[src/rtl/tap_pkg.sv]
package tap_pkg;
  typedef enum logic [3:0] {
    S_RESET, S_IDLE,
    S_DR_SEL, S_DR_CAP, S_DR_SH, S_DR_EX1, S_DR_PAU, S_DR_EX2, S_DR_UPD,
    S_IR_SEL, S_IR_CAP, S_IR_SH, S_IR_EX1, S_IR_PAU, S_IR_EX2, S_IR_UPD
  } tap_state_e;
endpackage

[src/rtl/tap_fsm.sv]
module tap_fsm
  import tap_pkg::*;
(
  input  logic       tck,
  input  logic       rst,
  input  logic       tms,
  output tap_state_e state
);
  tap_state_e nxt;

  always_comb begin
    nxt = state;
    unique case (state)
      S_RESET:  nxt = tms ? S_RESET  : S_IDLE;
      S_IDLE:   nxt = tms ? S_DR_SEL : S_IDLE;
      S_DR_SEL: nxt = tms ? S_IR_SEL : S_DR_CAP;
      S_DR_CAP: nxt = tms ? S_DR_EX1 : S_DR_SH;
      S_DR_SH:  nxt = tms ? S_DR_EX1 : S_DR_SH;
      S_DR_EX1: nxt = tms ? S_DR_UPD : S_DR_PAU;
      S_DR_PAU: nxt = tms ? S_DR_EX2 : S_DR_PAU;
      S_DR_EX2: nxt = tms ? S_DR_UPD : S_DR_SH;
      S_DR_UPD: nxt = tms ? S_DR_SEL : S_IDLE;
      S_IR_SEL: nxt = tms ? S_RESET  : S_IR_CAP;
      S_IR_CAP: nxt = tms ? S_IR_EX1 : S_IR_SH;
      S_IR_SH:  nxt = tms ? S_IR_EX1 : S_IR_SH;
      S_IR_EX1: nxt = tms ? S_IR_UPD : S_IR_PAU;
      S_IR_PAU: nxt = tms ? S_IR_EX2 : S_IR_PAU;
      S_IR_EX2: nxt = tms ? S_IR_UPD : S_IR_SH;
      S_IR_UPD: nxt = tms ? S_DR_SEL : S_IDLE;
      default:  nxt = S_RESET;
    endcase
  end

  always_ff @(posedge tck or posedge rst)
    if (rst) state <= S_RESET;
    else     state <= nxt;

  // run of consecutive high mode-select edges, saturating at five
  logic [2:0] ones_q;
  always_ff @(posedge tck or posedge rst)
    if (rst)               ones_q <= 3'd0;
    else if (!tms)         ones_q <= 3'd0;
    else if (ones_q != 3'd5) ones_q <= ones_q + 3'd1;


  five_ones_chk: assert property (@(posedge tck) disable iff (rst)
    (ones_q == 3'd5) |-> (state == S_RESET));


  leave_reset_chk: assert property (@(posedge tck) disable iff (rst)
    (state == S_RESET && !tms) |=> (state == S_IDLE));
endmodule

[src/rtl/tap_ir.sv]
module tap_ir
  import tap_pkg::*;
#(
  parameter int              IR_W       = 4,
  parameter bit              HAS_ID     = 1'b1,
  parameter logic [IR_W-1:0] OP_EXTEST  = IR_W'(0),
  parameter logic [IR_W-1:0] OP_IDCODE  = IR_W'(1),
  parameter logic [IR_W-1:0] OP_PRELOAD = IR_W'(2),
  parameter logic [IR_W-1:0] OP_CLAMP   = IR_W'(4),
  parameter logic [IR_W-1:0] OP_HIGHZ   = IR_W'(5)
) (
  input  logic            tck,
  input  logic            rst,
  input  logic            tdi,
  input  tap_state_e      state,
  output logic            ir_so,
  output logic [IR_W-1:0] instr,
  output logic            sel_id,
  output logic            sel_bsr,
  output logic            pins_from_bsr,
  output logic            pins_highz
);
  localparam logic [IR_W-1:0] CAP_PAT = IR_W'(1);
  localparam logic [IR_W-1:0] RST_OP  = HAS_ID ? OP_IDCODE : {IR_W{1'b1}};

  logic [IR_W-1:0] sr_q, hold_q;

  always_ff @(posedge tck or posedge rst)
    if (rst)                    sr_q <= CAP_PAT;
    else if (state == S_IR_CAP) sr_q <= CAP_PAT;
    else if (state == S_IR_SH)  sr_q <= {tdi, sr_q[IR_W-1:1]};

  always_ff @(negedge tck or posedge rst)
    if (rst)                    hold_q <= RST_OP;
    else if (state == S_RESET)  hold_q <= RST_OP;
    else if (state == S_IR_UPD) hold_q <= sr_q;

  logic is_ext, is_pre, is_clamp, is_hz, is_id;
  always_comb begin
    is_ext   = (hold_q == OP_EXTEST);
    is_pre   = (hold_q == OP_PRELOAD);
    is_clamp = (hold_q == OP_CLAMP);
    is_hz    = (hold_q == OP_HIGHZ);
    is_id    = HAS_ID && (hold_q == OP_IDCODE);
  end

  assign ir_so         = sr_q[0];
  assign instr         = hold_q;
  assign sel_id        = is_id;
  assign sel_bsr       = is_ext | is_pre;
  assign pins_from_bsr = is_ext | is_clamp;
  assign pins_highz    = is_hz;


  ir_capture_chk: assert property (@(posedge tck) disable iff (rst)
    (state == S_IR_CAP) |=> (sr_q[1:0] == 2'b01));


  hold_update_chk: assert property (@(posedge tck) disable iff (rst)
    !$stable(hold_q) |-> (state == S_IR_UPD || state == S_RESET));


  mode_excl_chk: assert property (@(posedge tck) disable iff (rst)
    !(pins_highz && pins_from_bsr));
endmodule

[src/rtl/tap_dr.sv]
module tap_dr
  import tap_pkg::*;
#(
  parameter bit          HAS_ID  = 1'b1,
  parameter int          ID_W    = 32,
  parameter logic [31:0] ID_CODE = 32'h1A5C_E0B3
) (
  input  logic       tck,
  input  logic       rst,
  input  logic       tdi,
  input  tap_state_e state,
  input  logic       sel_id,
  output logic       byp_so,
  output logic       id_so
);
  logic byp_q;
  always_ff @(posedge tck or posedge rst)
    if (rst)                    byp_q <= 1'b0;
    else if (state == S_DR_CAP) byp_q <= 1'b0;
    else if (state == S_DR_SH)  byp_q <= tdi;
  assign byp_so = byp_q;


  byp_capture_chk: assert property (@(posedge tck) disable iff (rst)
    (state == S_DR_CAP) |=> (byp_q == 1'b0));

  generate
    if (HAS_ID) begin : g_id
      logic [ID_W-1:0] id_q;
      always_ff @(posedge tck or posedge rst)
        if (rst)                              id_q <= ID_CODE[ID_W-1:0];
        else if (sel_id && state == S_DR_CAP) id_q <= ID_CODE[ID_W-1:0];
        else if (sel_id && state == S_DR_SH)  id_q <= {tdi, id_q[ID_W-1:1]};
      assign id_so = id_q[0];


      id_capture_chk: assert property (@(posedge tck) disable iff (rst)
        (sel_id && state == S_DR_CAP) |=> (id_q[0] == 1'b1));
    end else begin : g_noid
      assign id_so = 1'b0;
    end
  endgenerate
endmodule

[src/rtl/tap_ctrl.sv]
module tap_ctrl
  import tap_pkg::*;
#(
  parameter int              IR_W       = 4,
  parameter bit              HAS_ID     = 1'b1,
  parameter logic [31:0]     ID_CODE    = 32'h1A5C_E0B3,
  parameter logic [IR_W-1:0] OP_EXTEST  = IR_W'(0),
  parameter logic [IR_W-1:0] OP_IDCODE  = IR_W'(1),
  parameter logic [IR_W-1:0] OP_PRELOAD = IR_W'(2),
  parameter logic [IR_W-1:0] OP_CLAMP   = IR_W'(4),
  parameter logic [IR_W-1:0] OP_HIGHZ   = IR_W'(5)
) (
  input  logic            tck,
  input  logic            trst_n,
  input  logic            por,
  input  logic            tms,
  input  logic            tdi,
  input  logic            bsr_so,
  output logic            tdo,
  output logic            tdo_en,
  output logic            in_reset,
  output logic            capture_ir,
  output logic            shift_ir,
  output logic            update_ir,
  output logic            capture_dr,
  output logic            shift_dr,
  output logic            update_dr,
  output logic [IR_W-1:0] instr,
  output logic            bsr_sel,
  output logic            pins_from_bsr,
  output logic            pins_highz
);
  logic       rst;
  tap_state_e state;
  logic       ir_so, byp_so, id_so, sel_id;

  assign rst = !trst_n || por;

  tap_fsm u_fsm (.tck(tck), .rst(rst), .tms(tms), .state(state));

  tap_ir #(
    .IR_W(IR_W), .HAS_ID(HAS_ID), .OP_EXTEST(OP_EXTEST), .OP_IDCODE(OP_IDCODE),
    .OP_PRELOAD(OP_PRELOAD), .OP_CLAMP(OP_CLAMP), .OP_HIGHZ(OP_HIGHZ)
  ) u_ir (
    .tck(tck), .rst(rst), .tdi(tdi), .state(state), .ir_so(ir_so),
    .instr(instr), .sel_id(sel_id), .sel_bsr(bsr_sel),
    .pins_from_bsr(pins_from_bsr), .pins_highz(pins_highz)
  );

  tap_dr #(.HAS_ID(HAS_ID), .ID_CODE(ID_CODE)) u_dr (
    .tck(tck), .rst(rst), .tdi(tdi), .state(state), .sel_id(sel_id),
    .byp_so(byp_so), .id_so(id_so)
  );

  logic so_mux;
  always_comb begin
    so_mux = 1'b0;
    if (state == S_IR_SH)      so_mux = ir_so;
    else if (state == S_DR_SH) so_mux = bsr_sel ? bsr_so : (sel_id ? id_so : byp_so);
  end

  always_ff @(negedge tck or posedge rst)
    if (rst) begin
      tdo <= 1'b0; tdo_en <= 1'b0; in_reset <= 1'b1;
      capture_ir <= 1'b0; shift_ir <= 1'b0; update_ir <= 1'b0;
      capture_dr <= 1'b0; shift_dr <= 1'b0; update_dr <= 1'b0;
    end else begin
      tdo        <= so_mux;
      tdo_en     <= (state == S_IR_SH) || (state == S_DR_SH);
      in_reset   <= (state == S_RESET);
      capture_ir <= (state == S_IR_CAP);
      shift_ir   <= (state == S_IR_SH);
      update_ir  <= (state == S_IR_UPD);
      capture_dr <= (state == S_DR_CAP);
      shift_dr   <= (state == S_DR_SH);
      update_dr  <= (state == S_DR_UPD);
    end


  tdo_en_chk: assert property (@(posedge tck) disable iff (rst)
    tdo_en |-> (state == S_IR_SH || state == S_DR_SH));


  strobe_onehot_chk: assert property (@(posedge tck) disable iff (rst)
    $onehot0({capture_ir, shift_ir, update_ir, capture_dr, shift_dr, update_dr}));
endmodule

[config.mk]
export PLATFORM = sky130hd
export DESIGN_NAME = tap_ctrl
export DESIGN_NICKNAME = d
export VERILOG_FILES = /design/src/rtl/tap_pkg.sv /design/src/rtl/tap_fsm.sv /design/src/rtl/tap_ir.sv /design/src/rtl/tap_dr.sv /design/src/rtl/tap_ctrl.sv
export SDC_FILE = /design/constraint.sdc
export NUM_CORES = 1
export LEC_CHECK = 0
export ABC_AREA = 1
export BUFFER_PORTS_ARGS = -buffer_cell sky130_fd_sc_hd__buf_2
export CAP_MARGIN = 20
export CORE_MARGIN = 3
export CORE_UTILIZATION = 50
export CTS_CLUSTER_SIZE = 40
export DETAILED_ROUTE_END_ITERATION = 7
export PLACE_DENSITY = 0.76
export SLEW_MARGIN = 20
export SYNTH_ARGS = -nofsm -noshare
export SYNTH_HDL_FRONTEND = slang
export SYNTH_SLANG_ARGS = --single-unit
[constraint.sdc]
create_clock -name tck -period 3.5 [get_ports tck]
set_clock_uncertainty 0.1 [all_clocks]
set_input_delay 0.35 -clock tck [delete_from_list [all_inputs] [get_ports tck]]
set_output_delay 0.35 -clock tck [all_outputs]
set_load 0.005 [all_outputs]
==> impl_metrics.csv, run 1 <==
group,metric,value,unit
power,internal-power,1.32,mW
clock_tree,path_clk_slew,0.08,ns
yosys,ys_seq_area_frac,0.584,
worst_setup_path,crit_path_start,"u_ir.instr[0]",
power,power_frac_comb,0.331,
timing,tightestPinTransition,0.502,ns
place,pre_cts_ws,0.141,ns
worst_setup_path,reg2regPathDepth,7,
floorplan,core_area,4440,sq um
yosys,synthesis.area,2350,sq um
yosys,synth.area.top_cells,"dfrtp_1 27%, dfstp_2 20%, nand2_1 15%",
final_layout,fin_nets,301,
worst_setup_path,start_kind,"register",
worst_setup_path,critPathCapture,"bsr_sel",
run,drv_cap,0,
detailed_routing,ant_nets,0,
worst_setup_path,worstReg2RegStart,"u_ir.instr[0]",
yosys,synthTopCellsByCount,"93 x nand2_1, 25 x dfrtp_1, 25 x nand3_1",
power,finalPower,2.06,mW
worst_setup_path,critPathSlowestCell,"dfstp_2",
floorplan,design.portCount,22,
place,gp_congestion,0.958,
grt,grt_pass1_wl,7.54,mm
yosys,syn_nets,274,
yosys,async_flop_share,1.00,
timing,worst_slack,0.0786,ns
power,vdd_drop_max,527,uV
floorplan,die-height,74.6,um
worst_setup_path,crit_fanout,4,
power,seq_power_share,0.474,
place,dpl.cell_count,339,
floorplan,start_util,0.529,
clock_tree,h-tree-depth,2,
detailed_routing,dr.pass1.iters,4,
worst_setup_path,worstSetupEndpointType,"output port",
grt,grt_max_degree,33,
clock_tree,cts_buffers,5,
yosys,yosysMostFrequentCell,"nand2_1",
clock_tree,clock_sinks,54,
power,p_switching,0.744,mW
yosys,ys.flop_type,"dfrtp_1",
clock_tree,cts_tree,"yes",
power,p_sw_frac,0.361,
yosys,synth_area_leader_cell,"dfrtp_1",
grt,antenna_found_initial,0,
worst_setup_path,worstPathRequired,3.05,ns
detailed_routing,wl,4.29,mm
worst_setup_path,reg2reg_slack,0.10,ns
yosys,synth_top_area_share,0.266,
detailed_routing,num_vias,1783,
floorplan,die-area,5560,sq um
yosys,yosys_warnings,0,
final_layout,area_delta_synth_final,12.9,%
final_layout,final_cells,348,
clock_tree,clock_latency,0.36,ns
grt,grt_pass1_vias,1693,
worst_setup_path,arrival,2.97,ns
final_layout,num_antenna_cells,0,
power,powerDensity,776,nW/um^2
floorplan,fp.dieW,74.6,um
worst_setup_path,cpPeakStageDelay,0.55,ns
yosys,syn_avg_cell_area,8.78,sq um
place,dp_hpwl,2.95,mm
outcome,status,"finished clean",
detailed_routing,drt_first_iter_violations,170,
clock_tree,ctsRootBufferMaster,"clkbuf_8",
clock_tree,post_cts_buffers,0,
timing,hold_viol,0,
min_path,hold_path_class,"in -> async",
worst_setup_path,crit_chain,"inv_2 > nand2_1 > inv_1 > buf_2",
detailed_routing,viasPerCell,5.12,
timing,setup_viol,0,
timing,grt_setup_unrepaired,"true",
yosys,ys_types,25,
timing,slew_viol_final,0,
yosys,syn_inst,268,
power,leakagePower,1.47,nW
worst_setup_path,r2r_end,"u_dr.g_id.id_q[20]",
power,p_clk_frac,0.195,
grt,gr-total-overflow,0,
final_layout,drive_gt1_frac,0.250,
yosys,synth_edf_count,0,
detailed_routing,drc_errors,0,
detailed_routing,detail_route.wl_per_cell,12.3,um
place,port_buffers,21,
yosys,ys_ff_latch,54,
grt,grt_use_total,0.180,
clock_tree,clockBufferDepth,2,
floorplan,rows,24,
clock_tree,cts_hold_buf,0,
worst_setup_path,crit_type,"reg -> out",
timing,slew_headroom,0.665,
## worst min-delay path by stage
stage                             startpoint                 end  slack (ns)  depth (start not counted)
after floorplan           u_dr.g_id.id_q[19]  u_dr.g_id.id_q[19]        0.35                          2
after global placement                trst_n      u_fsm.state[0]        0.35                          3
after detailed placement              trst_n      u_fsm.state[1]        0.36                          3
after CTS                             trst_n      u_fsm.state[1]        0.03                          3
after global routing                     por      u_fsm.state[0]        0.05                          2
final                                 trst_n      u_fsm.state[1]        0.02                          3
## per-layer routing
layer,GRT usage,share of wire,up-vias
met4,0.0810,0.020,0
met3,0.0405,0.031,8
li1,-,-,906
met5,0,0,-
met2,0.289,0.48,28
met1,0.232,0.46,841
## sequential cells by signal, indices dropped and copies added, names as in the netlist, 4 cells and up
register        count
u_ir.instr          4
u_fsm.state         4
u_ir.sr_q           4
u_dr.g_id.id_q     32
## layout make-up
class	count	area, sq um
sequential	54	1370
tap	52	65.1
inverter	29	111
fill	380	1790
timing repair buffer	27	163
clock inverter	4	33.8
multi-input combinational	176	827
clock buffer	6	82.6
## worst max-delay path, delay by kind of cell, from the launching register on
family / cells / cell delay (ns)
buffers and inverters: 3 / 0.23
DFF: 1 / 0.55
and+or+nand+nor: 1 / 0.08
## cell families (layout without fill, tap and decap cells)
family | Yosys count | after routing | share of synthesized area
simple gates | 143 | 143 | 0.266
flops | 54 | 54 | 0.584
buf+inv | 38 | 66 | 0.0707
compound gates | 33 | 33 | 0.0787
## layout by cell type, fill, tap and decap left out, drive strengths merged
cell type / n
nand2: 96
inv: 31
buf: 27
nand3: 26
dfrtp: 25
o21ai: 22
dfstp: 18
nor2: 16
dfrtn: 11
clkbuf: 6
o22ai: 5
a21oi: 5
nand4: 2
nor3: 2
a22oi: 1
nand3b: 1
bufinv: 1
clkinv: 1
## power by group through the flow
stage / combinational [mW] / sequential (mW) / clock (mW)
final: 0.682 / 0.977 / 0.401
after global placement: 0.665 / 0.986 / 0.00537
after floorplan: 0.540 / 0.966 / 0.00537
after CTS: 0.687 / 0.977 / 0.411
after global routing: 0.790 / 1.00 / 0.443
after detailed placement: 0.682 / 0.986 / 0.00537
## what timing repair did
action,in CTS,in global routing
resized for setup,0,4
setup endpoints to repair,0,3
hold endpoints to repair,0,0
## per-stage QoR
stage          setup TNS [ns]  hold WS [ns]  instance area [sq um]  utilization
4_1_cts                     0        0.0261                   2650        0.595
3_3_place_gp                0         0.352                   2530        0.570
5_1_grt               -0.0119        0.0498                   2660        0.598
2_1_floorplan               0         0.345                   2360            -
3_5_place_dp                0         0.357                   2530        0.570
6_report                    0        0.0150                   2660        0.598
Power figures use the tool's default switching activity.
==> inputs of run 2 (changes only) <==
--- a/config.mk
+++ b/config.mk
@@ -9,10 +9,10 @@
 export BUFFER_PORTS_ARGS = -buffer_cell sky130_fd_sc_hd__buf_2
 export CAP_MARGIN = 20
 export CORE_MARGIN = 3
-export CORE_UTILIZATION = 50
+export CORE_UTILIZATION = 52
 export CTS_CLUSTER_SIZE = 40
 export DETAILED_ROUTE_END_ITERATION = 7
-export PLACE_DENSITY = 0.76
+export PLACE_DENSITY = 0.78
 export SLEW_MARGIN = 20
 export SYNTH_ARGS = -nofsm -noshare
 export SYNTH_HDL_FRONTEND = slang
==> run 2 against run 1 <==
Effect of this change:
- total power grew 0.36%
- core utilization increased by 4.2 points
- combinational power rose by 4.0%
- setup slack got worse by 0.013 ns
- cell count down 0.57%
- non-clock buffer count stayed put
- register-to-register slack better by 0.06 ns
- wire length grew 5.8%
- first-iteration DRC count is 32% lower
- largest power group unchanged
- critical path depth shrank 1
==> impl_metrics.csv, run 2 (same netlist as run 1, synthesis figures left out) <==
group,metric,value,unit
final_layout,fin_nets,301,
detailed_routing,wl_met2,2.17,mm
detailed_routing,viasPerCell,5.28,
timing,setup_tns,0,ns
detailed_routing,route.met3.wl,167,um
detailed_routing,dr.pass1.iters,4,
detailed_routing,wl_met1,2.12,mm
grt,grt_pass1_wl,7.78,mm
timing,tightestPinTransition,0.547,ns
clock_tree,ctsRootBufferMaster,"clkbuf_8",
place,dp_hpwl,3.17,mm
final_layout,regMostFlops,"u_dr.g_id.id_q",
grt,grt_max_degree,33,
clock_tree,clock_sinks,54,
final_layout,final_common_cell,"nand2_1",
min_path,hold_path_class,"in -> async",
detailed_routing,drc_errors,0,
clock_tree,h-tree-depth,2,
power,leakagePower,1.47,nW
timing,hold_slack,0.0412,ns
detailed_routing,num_vias,1827,
power,powerDensity,774,nW/um^2
floorplan,start_util,0.564,
timing,slew_headroom,0.635,
grt,grt_pass1_vias,1724,
worst_setup_path,worst-path-buf-inv,2,
final_layout,drive_gt1_frac,0.250,
worst_setup_path,critPathSlowestCell,"dfstp_2",
timing,grt_setup_unrepaired,"false",
grt,antenna_found_initial,0,
floorplan,core_area,4170,sq um
detailed_routing,ant_nets,0,
clock_tree,clock_latency,0.35,ns
worst_setup_path,worstPathRequired,3.05,ns
floorplan,die-height,73.3,um
final_layout,final_cell_mix,"93 x nand2_1, 25 x nand3_1, 25 x dfrtp_1",
worst_setup_path,crit_chain,"inv_4 > nor3_2 > buf_2",
floorplan,die-area,5370,sq um
final_layout,num_antenna_cells,0,
place,gp_congestion,0.880,
worst_setup_path,reg2reg_slack,0.16,ns
worst_setup_path,worstSetupEndpointType,"output port",
worst_setup_path,r2r_end,"u_dr.g_id.id_q[11]",
detailed_routing,top_layer,"met4",
clock_tree,cts_tree,"yes",
run,drv_cap,0,
clock_tree,path_clk_slew,0.09,ns
floorplan,design.portCount,22,
clock_tree,cts_hold_buf,0,
power,vdd_drop_max,429,uV
worst_setup_path,cpPeakStageDelay,0.56,ns
place,port_buffers,21,
worst_setup_path,start_kind,"register",
clock_tree,clockBufferDepth,2,
final_layout,area_delta_synth_final,13.6,%
worst_setup_path,crit_type,"reg -> out",
clock_tree,cts_buffers,5,
floorplan,rows,23,
worst_setup_path,crit_fanout,3,
grt,gr-total-overflow,0,
worst_setup_path,worstReg2RegStart,"u_ir.instr[0]",
timing,setup_viol,0,
timing,hold_viol,0,
worst_setup_path,reg2regPathDepth,7,
outcome,status,"finished clean",
detailed_routing,drt_first_iter_violations,116,
worst_setup_path,arrival,2.98,ns
timing,slew_viol_final,0,
detailed_routing,detail_route.wl_per_cell,13.1,um
grt,grt_use_total,0.185,
detailed_routing,wl,4.54,mm
worst_setup_path,crit_family,"flip-flops",
floorplan,fp.dieW,73.3,um
final_layout,largest_reg_flops,32,
-- run 2: changes by cell type in the layout (fill, tap and decap cells not counted), sizes merged --
cell | previous run | this run
clkinvlp | 0 | 1
clkbuf | 6 | 5
-- run 2: final cells by class --
cell class / count / area (sq um)
flip-flops and latches: 54 / 1370
inverters: 29 / 111
fillers: 339 / 1500
well taps: 50 / 62.6
multi-input cells: 176 / 842
repair buffers: 27 / 175
clock buffers: 5 / 68.8
clock inverters: 5 / 37.5
-- run 2: power breakdown --
part / leakage [nW] / total [mW] / switching, mW / internal, mW
sequential: 0.673 / 0.985 / 0.110 / 0.875
combinational: 0.739 / 0.709 / 0.449 / 0.260
clock: 0.0634 / 0.374 / 0.197 / 0.177
total: 1.47 / 2.07 / 0.756 / 1.31
-- run 2: through the flow --
| step | std cells | setup WS, ns | cell area, sq um | power, mW | util |
|---|---|---|---|---|---|
| after global placement | 336 | 0.194 | 2540 | 1.68 | 0.608 |
| final | 346 | 0.0658 | 2670 | 2.07 | 0.640 |
| after global routing | 346 | 0.0117 | 2670 | 2.23 | 0.640 |
| after CTS | 345 | 0.0350 | 2640 | 2.08 | 0.632 |
| after detailed placement | 336 | 0.125 | 2540 | 1.70 | 0.608 |
| after floorplan | 268 | 0.216 | 2360 | 1.51 | - |
-- run 2: repair_timing --
| action | in CTS | in global routing |
|---|---|---|
| buffers inserted | 0 | 1 |
| endpoints found under the setup margin | 0 | 27 |
| gates resized for setup | 0 | 6 |
-- run 2: worst max path at each step --
stage / start / end / slack, ns / depth (start not counted)
after floorplan: u_ir.instr[0] / u_dr.g_id.id_q[21] / 0.22 / 8
after global placement: u_ir.instr[0] / u_dr.g_id.id_q[24] / 0.19 / 7
after detailed placement: u_ir.instr[0] / u_dr.g_id.id_q[30] / 0.13 / 7
after CTS: u_ir.instr[0] / pins_highz / 0.04 / 3
after global routing: u_ir.instr[0] / bsr_sel / 0.01 / 4
final: u_ir.instr[0] / pins_highz / 0.07 / 3
-- run 2: metal layers --
| layer | vias to the layer above | global-route usage |
|---|---|---|
| met3 | 12 | 0.0369 |
| met4 | 0 | 0.0492 |
| met5 | - | 0 |
| li1 | 902 | - |
| met1 | 871 | 0.248 |
| met2 | 42 | 0.307 |
-- run 2: worst reg2reg max path, stage by stage (launching register included) --
cell and delay [ns]:
dfstp_2 0.56, inv_4 0.06, nor2_4 0.14, nand2_4 0.11
nor2_8 0.14, inv_2 0.15, nand3_1 0.12, nand2_1 0.06
==> inputs of run 3 (changes only) <==
--- a/config.mk
+++ b/config.mk
@@ -13,6 +13,7 @@
 export CTS_CLUSTER_SIZE = 40
 export DETAILED_ROUTE_END_ITERATION = 7
 export PLACE_DENSITY = 0.78
+export SKIP_LAST_GASP = 1
 export SLEW_MARGIN = 20
 export SYNTH_ARGS = -nofsm -noshare
 export SYNTH_HDL_FRONTEND = slang
==> constraint.sdc (replaced) <==
create_clock -name tck -period 3.5 [get_ports tck]
set_clock_uncertainty 0.1 [all_clocks]
set_input_delay 0.7 -clock tck [delete_from_list [all_inputs] [get_ports tck]]
set_output_delay 0.7 -clock tck [all_outputs]
set_load 0.005 [all_outputs]
==> run 3 against run 2 <==
Effect of this change:
- the flow now finishes with violations (setup timing)
- design area increased by 13%
- critical path depth grew 1
- register-to-register slack lost 0.39 ns
- critical path type unchanged
- largest cell class unchanged
- highest routed layer unchanged
==> impl_metrics.csv, run 3 (same netlist as run 1, synthesis figures left out) <==
group,metric,value,unit
outcome,status,"finished with violations",
outcome,violations,"setup timing",
final_layout,largest_reg_flops,32,
worst_setup_path,reg2reg_slack,-0.23,ns
place,dp_hpwl,3.33,mm
detailed_routing,drt_first_iter_violations,139,
timing,slew_headroom,0.702,
clock_tree,h-tree-depth,2,
worst_setup_path,worst-path-buf-inv,3,
floorplan,start_util,0.564,
floorplan,core_area,4170,sq um
timing,grt_setup_unrepaired,"true",
clock_tree,cts_buffers,5,
power,leakagePower,1.58,nW
worst_setup_path,reg2regPathDepth,9,
clock_tree,clock_latency,0.36,ns
clock_tree,cts_tree,"yes",
detailed_routing,dr.pass1.iters,5,
grt,grt_max_degree,33,
place,dpl.cell_count,339,
final_layout,regMostFlops,"u_dr.g_id.id_q",
detailed_routing,ant_nets,0,
worst_setup_path,crit_fanout,3,
grt,grt_use_total,0.201,
clock_tree,cts_hold_buf,0,
place,port_buffers,21,
worst_setup_path,crit_path_start,"u_ir.instr[0]",
timing,setup_tns,-6.61,ns
floorplan,fp.dieW,73.3,um
worst_setup_path,crit_type,"reg -> out",
detailed_routing,detail_route.wl_per_cell,16.2,um
run,drv_cap,0,
timing,tightestPinTransition,0.446,ns
detailed_routing,wl,5.82,mm
worst_setup_path,critPathCapture,"bsr_sel",
floorplan,rows,23,
clock_tree,ctsRootBufferMaster,"clkbuf_8",
worst_setup_path,worstReg2RegStart,"u_ir.instr[0]",
detailed_routing,drc_errors,0,
floorplan,design.portCount,22,
final_layout,final_common_cell,"nand2_1",
power,vdd_drop_max,448,uV
final_layout,finalInstanceArea,3020,sq um
worst_setup_path,critPathSlowestCell,"dfstp_2",
worst_setup_path,crit_family,"flip-flops",
floorplan,die-area,5370,sq um
timing,setup_viol,38,
grt,grt_pass1_wl,8.34,mm
place,gp_congestion,0.971,
detailed_routing,num_vias,1985,
grt,gr-total-overflow,0,
final_layout,final_cell_mix,"90 x nand2_1, 25 x dfrtp_1, 23 x inv_1",
worst_setup_path,worstSetupEndpointType,"output port",
worst_setup_path,crit_chain,"inv_2 > nand2_2 > inv_2 > buf_6",
timing,slew_viol_final,0,
timing,hold_viol,0,
timing,worst_slack,-0.236,ns
final_layout,fin_nets,314,
detailed_routing,viasPerCell,5.53,
clock_tree,path_clk_slew,0.10,ns
final_layout,fillers,290,
clock_tree,clock_sinks,54,
worst_setup_path,arrival,2.94,ns
final_layout,area_delta_synth_final,28.2,%
worst_setup_path,cp.depth,4,
power,powerDensity,793,nW/um^2
worst_setup_path,worstPathRequired,2.70,ns
worst_setup_path,cp_common_cell,"inv_2",
place,place_area,2560,sq um
worst_setup_path,start_kind,"register",
min_path,hold_path_class,"reg -> reg",
final_layout,drive_gt1_frac,0.385,
grt,antenna_found_initial,0,
final_layout,final_cells,359,
floorplan,die-height,73.3,um
grt,grt_pass1_vias,1886,
final_layout,num_antenna_cells,0,
worst_setup_path,cpPeakStageDelay,0.54,ns
clock_tree,clockBufferDepth,2,
worst_setup_path,r2r_end,"u_dr.g_id.id_q[21]",
==> run 3: cell types whose count changed in the layout (fill, tap and decap cells not counted), moves of 3 or more <==
| cell | delta |
|---|---|
| nand3_2 | +13 |
| nand3_1 | -15 |
| nand2_2 | +3 |
| o21ai_2 | +14 |
| buf_4 | +5 |
| buf_6 | +5 |
| nand2_1 | -3 |
| clkbuf_16 | +4 |
| o21ai_1 | -12 |
==> run 3: through the flow <==
stage	setup WS [ns]	power, mW	hold slack, ns	util
floorplan	0.0771	1.51	0.345	-
global placement	0.0799	1.66	0.357	0.613
detailed placement	0.0582	1.70	0.358	0.613
CTS	-0.204	2.07	0.373	0.646
global route	-0.287	2.54	0.389	0.723
finish	-0.236	2.39	0.374	0.723
==> run 3: worst min-delay path by stage <==
stage                       start            endpoint  slack (ns)  depth (start not counted)
6_report        u_dr.g_id.id_q[7]   u_dr.g_id.id_q[7]        0.37                          2
5_1_grt         u_dr.g_id.id_q[1]   u_dr.g_id.id_q[1]        0.39                          2
4_1_cts        u_dr.g_id.id_q[19]  u_dr.g_id.id_q[19]        0.37                          2
3_5_place_dp   u_dr.g_id.id_q[22]  u_dr.g_id.id_q[22]        0.36                          2
3_3_place_gp    u_dr.g_id.id_q[7]   u_dr.g_id.id_q[7]        0.36                          2
2_1_floorplan  u_dr.g_id.id_q[19]  u_dr.g_id.id_q[19]        0.35                          2
==> run 3: what timing repair did <==
| action | 4_1_cts | 5_1_grt |
|---|---|---|
| endpoints found under the setup margin | 5 | 37 |
| gates cloned | 0 | 5 |
| resized for setup | 4 | 43 |
| setup buffers | 3 | 4 |
| pin swaps | 1 | 26 |
==> run 3: per-layer routing <==
metal | vias to the layer above | GRT usage | wire, um
li1 | 932 | - | -
met4 | 0 | 0.0984 | 187
met1 | 975 | 0.248 | 2300
met3 | 23 | 0.0438 | 252
met2 | 55 | 0.333 | 3070
met5 | - | 0 | 0
==> run 3: worst min-delay path, stage by stage, from the launching register on <==
cell and delay, ns:
dfstp_2 0.39, nand2_1 0.06, nand2_1 0.04
==> run 3: layout make-up <==
type / count / area [sq um] / area share
tap: 50 / 62.6 / 0.0207
multi-input combinational: 176 / 985 / 0.327
sequential: 54 / 1370 / 0.456
timing repair buffer: 40 / 379 / 0.126
clock buffer: 5 / 68.8 / 0.0228
clock inverter: 5 / 37.5 / 0.0124
inverter: 29 / 109 / 0.0361
==> run 3: power breakdown <==
part           switching, mW  leakage [nW]  internal, mW
logic                  0.583         0.846         0.409
clock network          0.206        0.0634         0.177
registers              0.138         0.673         0.877
